[config.mk]
export PLATFORM = sky130hd
export DESIGN_NAME = warm_rst_seq
export DESIGN_NICKNAME = d
export VERILOG_FILES = /design/src/rtl/wrs_pkg.sv /design/src/rtl/wrs_req_sync.sv /design/src/rtl/wrs_timer.sv /design/src/rtl/wrs_strap_out.sv /design/src/rtl/warm_rst_seq.sv
export SDC_FILE = /design/constraint.sdc
export NUM_CORES = 1
export LEC_CHECK = 0
export CORE_ASPECT_RATIO = 1.1
export CORE_MARGIN = 5
export CORE_UTILIZATION = 50
export CTS_CLUSTER_SIZE = 20
export DETAILED_ROUTE_END_ITERATION = 7
export PLACE_DENSITY = 0.72
export SETUP_SLACK_MARGIN = 0.05
export SLEW_MARGIN = 20
export SYNTH_ARGS = -nofsm -noshare
export SYNTH_HDL_FRONTEND = slang
export SYNTH_SLANG_ARGS = --single-unit
[constraint.sdc]
create_clock -name clk -period 3.1 [get_ports clk]
set_input_delay 0.62 -clock clk [delete_from_list [all_inputs] [get_ports clk]]
set_output_delay 0.62 -clock clk [all_outputs]
set_load 0.01 [all_outputs]
[src/rtl/wrs_pkg.sv]
// Package: shared types for the warm reset strap sequencer.
// Assumes: nothing beyond IEEE 1800-2017.
package wrs_pkg;

    // Sequencer phases, in the order a full sequence walks them.
    typedef enum logic [2:0] {
        ST_IDLE  = 3'd0,   // nothing running, drivers off
        ST_RATIO = 3'd1,   // reset asserted, bus-ratio strap driven
        ST_HOLD  = 3'd2,   // minimum reset width being counted
        ST_PRE   = 3'd3,   // other straps driven ahead of release
        ST_REL   = 3'd4,   // reset released, straps held
        ST_KEEP  = 3'd5    // remaining strap hold clocks
    } wrs_state_e;

endpackage

[src/rtl/wrs_req_sync.sv]
// Module: wrs_req_sync
// Brings an asynchronous request level into the bus-clock domain through
// STAGES flops and emits a one-clock pulse on its rising edge.
// Assumes: STAGES >= 2; the request is held at least STAGES+1 clocks.
module wrs_req_sync #(
    parameter int STAGES = 2
) (
    input  logic clk,
    input  logic rst_n,
    input  logic req_i,
    output logic pulse_o
);

    logic [STAGES:0] sh_q;

    // Shift the request through the synchronizer plus one edge-history flop.
    always_ff @(posedge clk) begin
        if (!rst_n) begin
            sh_q <= '0;
        end else begin
            sh_q <= {sh_q[STAGES-1:0], req_i};
        end
    end

    // Rising edge of the synchronized level.
    always_comb begin
        pulse_o = sh_q[STAGES-1] & ~sh_q[STAGES];
    end

endmodule

[src/rtl/wrs_timer.sv]
// Module: wrs_timer
// Down-counter for phase lengths: loaded with (length - 1) on phase entry,
// it reports zero on the last clock of the phase.
// Assumes: load has priority over counting; the counter rests at zero.
module wrs_timer #(
    parameter int W = 8
) (
    input  logic         clk,
    input  logic         rst_n,
    input  logic         load_i,
    input  logic [W-1:0] val_i,
    output logic         zero_o
);

    logic [W-1:0] cnt_q;

    // Load on phase entry, otherwise count down to zero and stay there.
    always_ff @(posedge clk) begin
        if (!rst_n) begin
            cnt_q <= '0;
        end else if (load_i) begin
            cnt_q <= val_i;
        end else if (cnt_q != '0) begin
            cnt_q <= cnt_q - 1'b1;
        end
    end

    // Terminal count flag.
    always_comb begin
        zero_o = (cnt_q == '0);
    end

endmodule

[src/rtl/wrs_strap_out.sv]
// Module: wrs_strap_out
// Captures the programmed strap values at sequence start and drives the two
// strap groups with registered output-enables; data reads zero when disabled.
// Assumes: capture_i is a one-clock pulse coinciding with ratio_en_i rising.
module wrs_strap_out #(
    parameter int RATIO_W = 5,
    parameter int CFG_W   = 8
) (
    input  logic               clk,
    input  logic               rst_n,
    input  logic               capture_i,
    input  logic [RATIO_W-1:0] ratio_i,
    input  logic [CFG_W-1:0]   cfg_i,
    input  logic               ratio_en_i,
    input  logic               cfg_en_i,
    output logic [RATIO_W-1:0] ratio_o,
    output logic               ratio_oe_o,
    output logic [CFG_W-1:0]   cfg_o,
    output logic               cfg_oe_o
);

    logic [RATIO_W-1:0] ratio_q;
    logic [CFG_W-1:0]   cfg_q;
    logic               ratio_oe_q;
    logic               cfg_oe_q;

    // Hold the strap values taken on the start edge.
    always_ff @(posedge clk) begin
        if (!rst_n) begin
            ratio_q <= '0;
            cfg_q   <= '0;
        end else if (capture_i) begin
            ratio_q <= ratio_i;
            cfg_q   <= cfg_i;
        end
    end

    // Register the output-enables so the pins switch on a clock edge.
    always_ff @(posedge clk) begin
        if (!rst_n) begin
            ratio_oe_q <= 1'b0;
            cfg_oe_q   <= 1'b0;
        end else begin
            ratio_oe_q <= ratio_en_i;
            cfg_oe_q   <= cfg_en_i;
        end
    end

    // Gate the data with its enable.
    always_comb begin
        ratio_oe_o = ratio_oe_q;
        cfg_oe_o   = cfg_oe_q;
        ratio_o    = ratio_oe_q ? ratio_q : '0;
        cfg_o      = cfg_oe_q   ? cfg_q   : '0;
    end


    ratio_hold_chk: assert property (@(posedge clk) disable iff (!rst_n)
        (ratio_oe_o && $past(ratio_oe_o)) |-> $stable(ratio_o));


    cfg_hold_chk: assert property (@(posedge clk) disable iff (!rst_n)
        (cfg_oe_o && $past(cfg_oe_o)) |-> $stable(cfg_o));


    cfg_in_ratio_chk: assert property (@(posedge clk) disable iff (!rst_n)
        cfg_oe_o |-> ratio_oe_o);

endmodule

[src/rtl/warm_rst_seq.sv]
// Module: warm_rst_seq (top)
// Sequences a warm reset with strap setup/hold windows, all in bus clocks:
// the ratio strap is driven on the reset-asserting edge, the other straps
// PRE_CLKS clocks before release, and both are held HOLD_CLKS after release.
// Assumes: pwr_good_i is synchronous to clk; HOLD_CLKS is 2 or 3;
// RST_CLKS >= PRE_CLKS + 2 (smaller values are stretched to that).
module warm_rst_seq
    import wrs_pkg::*;
#(
    parameter int CLK_HZ     = 266_666_666,
    parameter int MIN_RST_US = 1000,
    parameter int PRE_CLKS   = 4,
    parameter int HOLD_CLKS  = 3,
    parameter int RATIO_W    = 5,
    parameter int CFG_W      = 8,
    parameter int SYNC_STG   = 2
) (
    input  logic               clk,
    input  logic               rst_n,
    input  logic               warm_req_i,
    input  logic               pwr_good_i,
    input  logic [RATIO_W-1:0] ratio_i,
    input  logic [CFG_W-1:0]   cfg_i,
    output logic               reset_n_o,
    output logic [RATIO_W-1:0] ratio_o,
    output logic               ratio_oe_o,
    output logic [CFG_W-1:0]   cfg_o,
    output logic               cfg_oe_o,
    output logic               busy_o,
    output logic               done_o,
    output logic               pg_err_o
);

    localparam longint RST_CLKS_L = (longint'(CLK_HZ) * MIN_RST_US) / 1_000_000;
    localparam int RST_CLKS  = int'(RST_CLKS_L);
    localparam int HOLD_LEN  = (RST_CLKS > PRE_CLKS + 1) ? RST_CLKS - 1 - PRE_CLKS : 1;
    localparam int KEEP_LEN  = (HOLD_CLKS > 1) ? HOLD_CLKS - 1 : 1;
    localparam int MAX_A     = (HOLD_LEN > PRE_CLKS) ? HOLD_LEN : PRE_CLKS;
    localparam int MAX_LEN   = (MAX_A > KEEP_LEN) ? MAX_A : KEEP_LEN;
    localparam int TW        = $clog2(MAX_LEN + 1);

    wrs_state_e    state_q, state_d;
    logic          req_pulse;
    logic          tmr_load;
    logic [TW-1:0] tmr_val;
    logic          tmr_zero;
    logic          abort;
    logic          abort_hold_q, abort_hold_d;
    logic          reset_n_q, reset_n_d;
    logic          busy_q, busy_d;
    logic          done_q, done_d;
    logic          err_q;
    logic          ratio_en, cfg_en, capture;

    wrs_req_sync #(.STAGES(SYNC_STG)) u_sync (
        .clk     (clk),
        .rst_n   (rst_n),
        .req_i   (warm_req_i),
        .pulse_o (req_pulse)
    );

    wrs_timer #(.W(TW)) u_timer (
        .clk    (clk),
        .rst_n  (rst_n),
        .load_i (tmr_load),
        .val_i  (tmr_val),
        .zero_o (tmr_zero)
    );

    // Next-phase decision, phase timer loading and power-good abort.
    always_comb begin
        state_d  = state_q;
        tmr_load = 1'b0;
        tmr_val  = '0;
        abort    = 1'b0;
        case (state_q)
            ST_IDLE: begin
                if (req_pulse && pwr_good_i) state_d = ST_RATIO;
            end
            ST_RATIO: begin
                state_d  = ST_HOLD;
                tmr_load = 1'b1;
                tmr_val  = TW'(HOLD_LEN - 1);
            end
            ST_HOLD: begin
                if (tmr_zero) begin
                    state_d  = ST_PRE;
                    tmr_load = 1'b1;
                    tmr_val  = TW'(PRE_CLKS - 1);
                end
            end
            ST_PRE: begin
                if (tmr_zero) state_d = ST_REL;
            end
            ST_REL: begin
                state_d  = ST_KEEP;
                tmr_load = 1'b1;
                tmr_val  = TW'(KEEP_LEN - 1);
            end
            ST_KEEP: begin
                if (tmr_zero) state_d = ST_IDLE;
            end
            default: state_d = ST_IDLE;
        endcase
        if (state_q != ST_IDLE && !pwr_good_i) begin
            state_d  = ST_IDLE;
            tmr_load = 1'b0;
            abort    = 1'b1;
        end
    end

    // Output intent derived from the next phase, registered below.
    always_comb begin
        capture      = (state_q == ST_IDLE) && (state_d == ST_RATIO);
        ratio_en     = (state_d != ST_IDLE);
        cfg_en       = (state_d == ST_PRE) || (state_d == ST_REL) || (state_d == ST_KEEP);
        abort_hold_d = abort ? 1'b1 : ((state_d == ST_REL) ? 1'b0 : abort_hold_q);
        reset_n_d    = pwr_good_i && !abort_hold_d &&
                       !((state_d == ST_RATIO) || (state_d == ST_HOLD) || (state_d == ST_PRE));
        busy_d       = (state_d != ST_IDLE);
        done_d       = (state_q == ST_KEEP) && (state_d == ST_IDLE) && !abort;
    end

    // Phase register and registered control outputs.
    always_ff @(posedge clk) begin
        if (!rst_n) begin
            state_q      <= ST_IDLE;
            abort_hold_q <= 1'b0;
            reset_n_q    <= 1'b0;
            busy_q       <= 1'b0;
            done_q       <= 1'b0;
            err_q        <= 1'b0;
        end else begin
            state_q      <= state_d;
            abort_hold_q <= abort_hold_d;
            reset_n_q    <= reset_n_d;
            busy_q       <= busy_d;
            done_q       <= done_d;
            err_q        <= err_q | abort;
        end
    end

    wrs_strap_out #(.RATIO_W(RATIO_W), .CFG_W(CFG_W)) u_straps (
        .clk        (clk),
        .rst_n      (rst_n),
        .capture_i  (capture),
        .ratio_i    (ratio_i),
        .cfg_i      (cfg_i),
        .ratio_en_i (ratio_en),
        .cfg_en_i   (cfg_en),
        .ratio_o    (ratio_o),
        .ratio_oe_o (ratio_oe_o),
        .cfg_o      (cfg_o),
        .cfg_oe_o   (cfg_oe_o)
    );

    // Drive the control ports from their registers.
    always_comb begin
        reset_n_o = reset_n_q;
        busy_o    = busy_q;
        done_o    = done_q;
        pg_err_o  = err_q;
    end


    start_edge_chk: assert property (@(posedge clk) disable iff (!rst_n)
        $rose(busy_o) |-> (!reset_n_o && ratio_oe_o && !cfg_oe_o));


    release_cfg_chk: assert property (@(posedge clk) disable iff (!rst_n)
        ($rose(reset_n_o) && busy_o) |-> (cfg_oe_o && ratio_oe_o));


    done_pulse_chk: assert property (@(posedge clk) disable iff (!rst_n)
        done_o |=> !done_o);


    done_idle_chk: assert property (@(posedge clk) disable iff (!rst_n)
        done_o |-> (!busy_o && !ratio_oe_o && !cfg_oe_o));


    pg_drop_chk: assert property (@(posedge clk) disable iff (!rst_n)
        (busy_o && !pwr_good_i) |=> (!busy_o && !ratio_oe_o && !reset_n_o && pg_err_o));


    pg_low_idle_chk: assert property (@(posedge clk) disable iff (!rst_n)
        (!busy_o && !pwr_good_i) |=> (!busy_o && !reset_n_o));


    err_sticky_chk: assert property (@(posedge clk) disable iff (!rst_n)
        pg_err_o |=> pg_err_o);

endmodule

==> flow_summary.yaml, run 1 <==
yosys:
  ys_ff_latch: 44
  synth_area_leaders: "dfxtp_1 (40%), nand2_1 (6.2%), and2_1 (4.6%), a21boi_0 (4.4%), xor2_1 (4.0%)"
  synth.distinct_cells: 47
  synth_async_sr_flop_share: 0
  synthesis.nets: 278
  avgSynthCellArea_um2: 8.45
  syn-instance-count: 260
  yosys_warnings: 0
  yosys.area.top_type_share: 0.401
  yosysTopAreaCell: "dfxtp_1"
  post_synth_and_or_nand_nor_area_fraction: 0.262
  yosys_most_used_dff: "dfxtp_1"
  synth_fa_ha_area_frac: 0.00569
  yosysMostFrequentCell: "dfxtp_1"
  synth_area_um2: 2200
  yosysSeqAreaShare: 0.401
  yosys-top-cells-count: "dfxtp_1 (44), nand2_1 (36), nor2_1 (22)"
  synth_edf_count: 0
  synth_top_family_by_area: "simple AND/OR/NAND/NOR gates"
  synth_compound_area_frac: 0.197
  synth_xor_area_frac: 0.0598
  synthMuxAreaShare: 0.00456
clock_network:
  clock_path_buffers: 2
  cts_setup_buffers: 0
  cts_hold_buffers: 0
  cts.clk_slew.worst_paths_ps: 80
  htree_levels: 2
  insertion_delay_ps: 290
  postCtsResizedCells: 0
  clock-sinks: 44
  cts_tree: "built"
  cts_buffers: 5
  root_buffer: "clkbuf_8"
floorplan:
  fp.dieArea_um2: 5820
  die_h_um: 79.5
  core_area_um2: 4290
  start_util: 0.513
  row_count: 25
  ioPinCount: 36
  die_x_um: 73.2
critical_path:
  required_ps: 3330
  end_kind: "flop"
  path_cells: "inv_1, ha_1, or4b_4, or4_1, o311a_1, nor3b_2, o2bb2ai_1"
  critPathMaxStageDelay_ps: 650
  worstSetupPathType: "reg2reg"
  startpoint_type: "flop"
  cpMaxStageDelayCell: "or4_1"
  cp_max_fo: 7
  crit_arrival_ps: 2790
  path_buf_inv: 1
  cp_top_family: "simple AND/OR/NAND/NOR gates"
  r2r_slack_ps: 540
place:
  post-place-cells: 338
  port_buffers: 35
  pre_cts_ws_ps: 591
  dp_hpwl_mm: 3.43
  place_congestion: 0.823
drt:
  detail_route.first_pass.iterations: 4
  drc: 0
  wl_per_cell_um: 13.5
  viasPerCell: 5.47
  drtAntennaViolNets: 0
  detail_route.iter0.violations: 121
  routed_wl_mm: 4.66
  vias: 1892
global_route:
  grt_start_max_net_pins: 23
  antenna_found_initial: 0
  grt_overflow: 0
  grt_usage: 0.177
  grt_pass1_wl_mm: 8.13
  grt_pass1_vias: 1753
status:
  status: "finished clean"
timing:
  slew_headroom: 0.409
  tns_ps: 0
  finalCritPeriodShare: 0.826
  tightest_slew_ps: 878
  finalClockSkew_ps: 2.61
  fmax_ghz: 0.391
  rsz0062_at_grt: "no"
  min_period_ps: 2560
  drv_slew: 0
  finalSetupViolations: 0
  setup_slack_ps: 541
  finalHoldViolCount: 0
cells_and_area:
  drive_gt1_frac: 0.0651
  nNetsFinal: 309
  area_growth_pct: 21.0
  diodes: 0
  stdcell_count: 346
power:
  p_per_area_nw_per_um2: 817
  leakagePower_uw: 0.000966
  vdd_drop_max_mv: 0.558
flow_run:
  maxCapViolations: 0
min_path:
  worstHoldPathType: "reg2reg"
==> layer usage <==
metal  share of wire  track usage
met4           0.019       0.0683
met3           0.049       0.0390
met1            0.46        0.234
met5               0            0
met2            0.47        0.279
==> sequential cells by signal, indices dropped and copies added, names as in the netlist, 3 cells and up <==
register / count
u_timer.cnt_q: 19
state_q: 3
u_sync.sh_q: 3
u_straps.cfg_q: 8
u_straps.ratio_q: 5
==> layout make-up <==
type                            instances  area, um^2
Fill cell                             388        1630
Multi-Input combinational cell        191        1160
Sequential cell                        44         881
Timing Repair Buffer                   40         388
Clock buffer                            7        96.3
Tap cell                               54        67.6
Inverter                                9        33.8
Clock inverter                          1        30.0
==> logic make-up (layout without fill, tap and decap cells) <==
group           after synthesis  in the layout
compound gates               63             63
fa+ha+maj                     1              1
simple gates                111            111
xor+xnor                     15             15
buf+inv                      25             57
mux                           1              1
flops                        44             44
==> metrics by stage <==
step	hold WS [ps]	util	cell area, um^2	total power, uW
after global placement	415	0.591	2530	1690
after CTS	451	0.620	2660	2180
after detailed placement	429	0.591	2530	1700
after floorplan	412	-	2200	1570
final	446	0.620	2660	2170
after global routing	474	0.620	2660	2360
==> cell usage in the layout, fill, tap and decap left out, types with 2 or more instances in the layout <==
master            n
and2_1           16
dfxtp_1          44
o31ai_1           3
xor2_1           10
o21ai_0           7
or4_2             2
clkbuf_8          7
a211oi_1          5
o211ai_1          7
nor4_1            9
or4_1             3
nand2_1          36
clkdlybuf4s50_1  35
nand3_1           5
xnor2_1           5
nor3_1            7
buf_4             5
or3_1             2
a21boi_0         13
inv_1             9
o21a_1            4
a31oi_1           2
nor2_1           22
a21oi_1          13
==> worst paths after layout <==
path              cells after the start              from           endpoint
setup reg to reg                      7  u_timer.cnt_q[0]  u_straps.cfg_oe_o
setup / recovery                      7  u_timer.cnt_q[0]  u_straps.cfg_oe_o
hold / removal                        1    u_sync.sh_q[0]     u_sync.sh_q[1]
hold reg to reg                       1    u_sync.sh_q[0]     u_sync.sh_q[1]
==> report_power, final <==
group          internal (uW)  switching (uW)  total, uW
clock network            284             183        467
registers                671             109        780
logic                    390             536        926
No activity file was read; power rests on OpenSTA's default activity.
==> run 2: changes to the inputs <==
clock period = 2.6 ns   (was 3.1 ns; I/O delays follow)
==> flow_summary.yaml, run 2 (synthesized netlist as in run 1, its figures left out) <==
timing:
  slew_headroom: 0.643
  finalClockSkew_ps: 3.53
  min_period_ps: 2430
  whs_ps: 438
  finalHoldViolCount: 0
  drv_slew: 0
  fmax_ghz: 0.412
  finalSetupViolations: 0
  finalCritPeriodShare: 0.935
  tightest_slew_ps: 535
  tns_ps: 0
  rsz0062_at_grt: "no"
power:
  leakagePower_uw: 0.000964
  vdd_drop_max_mv: 0.630
  p_per_area_nw_per_um2: 951
global_route:
  grt_overflow: 0
  grt_pass1_wl_mm: 8.26
  antenna_found_initial: 0
  grt_usage: 0.180
  grt_start_max_net_pins: 24
  grt_pass1_vias: 1724
min_path:
  hold_end: "u_sync.sh_q[1]"
  min_path_cells: 1
  worstHoldPathType: "reg2reg"
  min_from: "u_sync.sh_q[0]"
cells_and_area:
  nNetsFinal: 312
  top_regs: "u_timer.cnt_q: 19 flops, u_straps.cfg_q: 8 flops, u_straps.ratio_q: 5 flops"
  mostFrequentLayoutCell: "dfxtp_1"
  largest_reg_flops: 19
  area_growth_pct: 20.8
  diodes: 0
  top_register: "u_timer.cnt_q"
  layout_common_cells: "dfxtp_1 (44), nand2_1 (36), clkdlybuf4s50_1 (35)"
  drive_gt1_frac: 0.0746
floorplan:
  fp.dieArea_um2: 5820
  start_util: 0.513
  core_area_um2: 4290
  die_x_um: 73.2
  ioPinCount: 36
  die_h_um: 79.5
  row_count: 25
clock_network:
  clock-sinks: 44
  cts_hold_buffers: 0
  clock_path_buffers: 2
  root_buffer: "clkbuf_8"
  postCtsResizedCells: 0
  cts.clk_slew.worst_paths_ps: 70
  cts_setup_buffers: 0
  htree_levels: 2
  cts_buffers: 5
  insertion_delay_ps: 290
  cts_tree: "built"
critical_path:
  ff2ff_path_depth: 7
  r2r_slack_ps: 170
  worstSetupPathType: "reg2reg"
  rr_startpoint: "u_timer.cnt_q[0]"
  rr_endpoint: "u_straps.cfg_oe_o"
  crit_arrival_ps: 2650
  cp_max_fo: 7
  end_kind: "flop"
  required_ps: 2820
  startpoint_type: "flop"
drt:
  drtAntennaViolNets: 0
  vias: 1934
  detail_route.iter0.violations: 85
  wl_per_cell_um: 13.9
  viasPerCell: 5.54
  routed_wl_mm: 4.86
  detail_route.first_pass.iterations: 4
  drc: 0
status:
  status: "finished clean"
place:
  dp_hpwl_mm: 3.48
  place_congestion: 0.861
  port_buffers: 35
flow_run:
  maxCapViolations: 0
[run 2: how the worst max path moves through the flow]
stage | depth (start not counted) | endpoint | slack (ps) | startpoint
finish | 7 | u_straps.cfg_oe_o | 170 | u_timer.cnt_q[0]
global placement | 7 | u_straps.cfg_oe_o | 170 | u_timer.cnt_q[0]
CTS | 7 | reset_n_o | 70 | u_timer.cnt_q[0]
global route | 7 | u_straps.cfg_oe_o | 90 | u_timer.cnt_q[0]
floorplan | 8 | u_straps.cfg_oe_o | 280 | u_timer.cnt_q[0]
detailed placement | 7 | reset_n_o | 100 | u_timer.cnt_q[0]
[run 2: power by group]
group / internal [uW] / total [uW] / switching (uW)
registers: 800 / 937 / 138
clock network: 216 / 426 / 210
logic: 499 / 1160 / 661
total: 1510 / 2520 / 1010
[run 2: metal layers]
layer  wire [um]  share of wire  global-route usage
met5           0              0                   0
met4          76          0.016              0.0609
met3         301          0.062              0.0416
met2        2300           0.47               0.283
met1        2180           0.45               0.240
[run 2: cell type report]
cell class              instances  area [um^2]
fillers                       393         1630
multi-input cells             191         1170
flip-flops and latches         44          881
repair buffers                 43          410
clock buffers                   8         90.1
well taps                      54         67.6
inverters                       9         33.8
[run 2: stage by stage]
stage | power [uW] | instance area (um^2) | setup WS (ps) | utilization | std cells
final | 2520 | 2650 | 170 | 0.619 | 349
after floorplan | 1870 | 2200 | 282 | - | 260
after detailed placement | 2060 | 2550 | 105 | 0.596 | 341
after global routing | 2730 | 2650 | 88.6 | 0.619 | 349
after global placement | 2040 | 2550 | 175 | 0.596 | 341
after CTS | 2510 | 2650 | 73.8 | 0.617 | 349
[run 2: critical path, stage by stage (launching register included)]
cell	delay, ps
dfxtp_1	350
inv_1	90
ha_1	190
or4b_4	520
or4_4	560
o311a_1	320
nor3b_2	190
o2bb2ai_1	130
==> run 3: changes to the inputs <==
CORE_UTILIZATION = 53   (was 50)
GPL_ROUTABILITY_DRIVEN = 1   (was default)
HOLD_SLACK_MARGIN = 0.06   (was default)
PLACE_DENSITY = 0.75   (was 0.72)
==> flow_summary.yaml, run 3 (synthesized netlist as in run 1, its figures left out) <==
critical_path:
  startpoint_type: "flop"
  cp_top_family: "simple AND/OR/NAND/NOR gates"
  path_buf_inv: 1
  required_ps: 2840
  worstSetupPathType: "reg2reg"
  cpMaxStageDelayCell: "or4b_4"
  path_cells: "inv_1, ha_1, or4b_4, or4_4, o311a_1, nor3b_2, o2bb2ai_1"
  crit_arrival_ps: 2650
  end_kind: "flop"
  cp_max_fo: 7
  critPathMaxStageDelay_ps: 520
timing:
  tightest_slew_ps: 556
  drv_slew: 0
  finalCritPeriodShare: 0.928
  tns_ps: 0
  finalSetupViolations: 0
  finalHoldViolCount: 0
  rsz0062_at_grt: "no"
  min_period_ps: 2410
  fmax_ghz: 0.415
  slew_headroom: 0.628
  finalClockSkew_ps: 9.46
place:
  post-place-cells: 337
  place_congestion: 0.876
  port_buffers: 35
  dp_hpwl_mm: 3.50
drt:
  detail_route.first_pass.iterations: 4
  detail_route.iter0.violations: 82
  vias: 1938
  drc: 0
  drtAntennaViolNets: 0
  wl_per_cell_um: 14.0
  viasPerCell: 5.62
  routed_wl_mm: 4.84
power:
  leakagePower_uw: 0.000964
  p_total_uw: 2600
  p_per_area_nw_per_um2: 977
  vdd_drop_max_mv: 0.724
clock_network:
  cts_tree: "built"
  htree_levels: 2
  cts.clk_slew.worst_paths_ps: 80
  insertion_delay_ps: 300
  clock-sinks: 44
  clock_path_buffers: 2
  root_buffer: "clkbuf_8"
  cts_buffers: 5
  cts_hold_buffers: 0
cells_and_area:
  top_register: "u_timer.cnt_q"
  mostFrequentLayoutCell: "dfxtp_1"
  nNetsFinal: 310
  diodes: 0
  area_growth_pct: 21.0
  layout_common_cells: "dfxtp_1 (44), nand2_1 (36), clkdlybuf4s50_1 (35)"
  n_fill_cell: 346
  top_regs: "u_timer.cnt_q: 19 flops, u_straps.cfg_q: 8 flops, u_straps.ratio_q: 5 flops"
  largest_reg_flops: 19
  stdcell_count: 345
  drive_gt1_frac: 0.0751
global_route:
  grt_pass1_vias: 1843
  grt_pass1_wl_mm: 8.50
  antenna_found_initial: 0
  grt_start_max_net_pins: 25
  grt_usage: 0.186
  grt_overflow: 0
min_path:
  worstHoldPathType: "reg2reg"
floorplan:
  die_x_um: 71.4
  start_util: 0.550
  die_h_um: 77.5
  row_count: 24
  fp.dieArea_um2: 5530
  ioPinCount: 36
  core_area_um2: 3990
flow_run:
  maxCapViolations: 0
status:
  status: "finished clean"
## run 3: what timing repair did
action / 4_1_cts / 5_1_grt
endpoints found under the setup margin: 1 / 9
pin swaps: 0 / 2
gates resized for setup: 1 / 1
cloned: 0 / 0
setup buffers: 0 / 0
## run 3: worst paths after layout
check / endpoint / from / cells after the start / slack, ps
setup / recovery: u_straps.cfg_oe_o / u_timer.cnt_q[0] / 7 / 190
hold / removal: u_sync.sh_q[1] / u_sync.sh_q[0] / 1 / 450
setup reg to reg: u_straps.cfg_oe_o / u_timer.cnt_q[0] / 7 / 190
hold reg to reg: u_sync.sh_q[1] / u_sync.sh_q[0] / 1 / 450
## run 3: worst reg2reg max path: stages (launching register included)
cell,delay [ps]
dfxtp_1,340
inv_1,90
ha_1,200
or4b_4,520
or4_4,490
o311a_1,340
nor3b_2,250
o2bb2ai_1,130
## run 3: per-stage QoR
stage	area, um^2	utilization	setup slack (ps)	hold WS [ps]
after floorplan	2200	-	282	412
after global placement	2540	0.635	152	420
after detailed placement	2540	0.635	86.8	437
after CTS	2650	0.664	153	454
after global routing	2660	0.665	79.8	456
final	2660	0.665	188	447
## run 3: power breakdown
| group | internal [uW] | total, uW | switching, uW |
|---|---|---|---|
| Sequential | 799 | 934 | 134 |
| Combinational | 500 | 1150 | 652 |
| Clock | 284 | 511 | 227 |
## run 3: area by class of cell
| type | instances | area, um^2 | area share |
|---|---|---|---|
| flip-flops and latches | 44 | 881 | 0.331 |
| well taps | 52 | 65.1 | 0.0245 |
| inverters | 9 | 33.8 | 0.0127 |
| repair buffers | 41 | 395 | 0.149 |
| clock buffers | 5 | 68.8 | 0.0259 |
| multi-input cells | 191 | 1170 | 0.441 |
| clock inverters | 3 | 42.5 | 0.0160 |
## run 3: metal layers
| layer | share of wire | global-route usage | routed length, um | vias up |
|---|---|---|---|---|
| li1 | - | - | - | 979 |
| met1 | 0.45 | 0.240 | 2160 | 896 |
| met2 | 0.48 | 0.310 | 2320 | 58 |
| met3 | 0.062 | 0.0426 | 300 | 5 |
| met4 | 0.012 | 0.0526 | 60 | 0 |
| met5 | 0 | 0 | 0 | - |
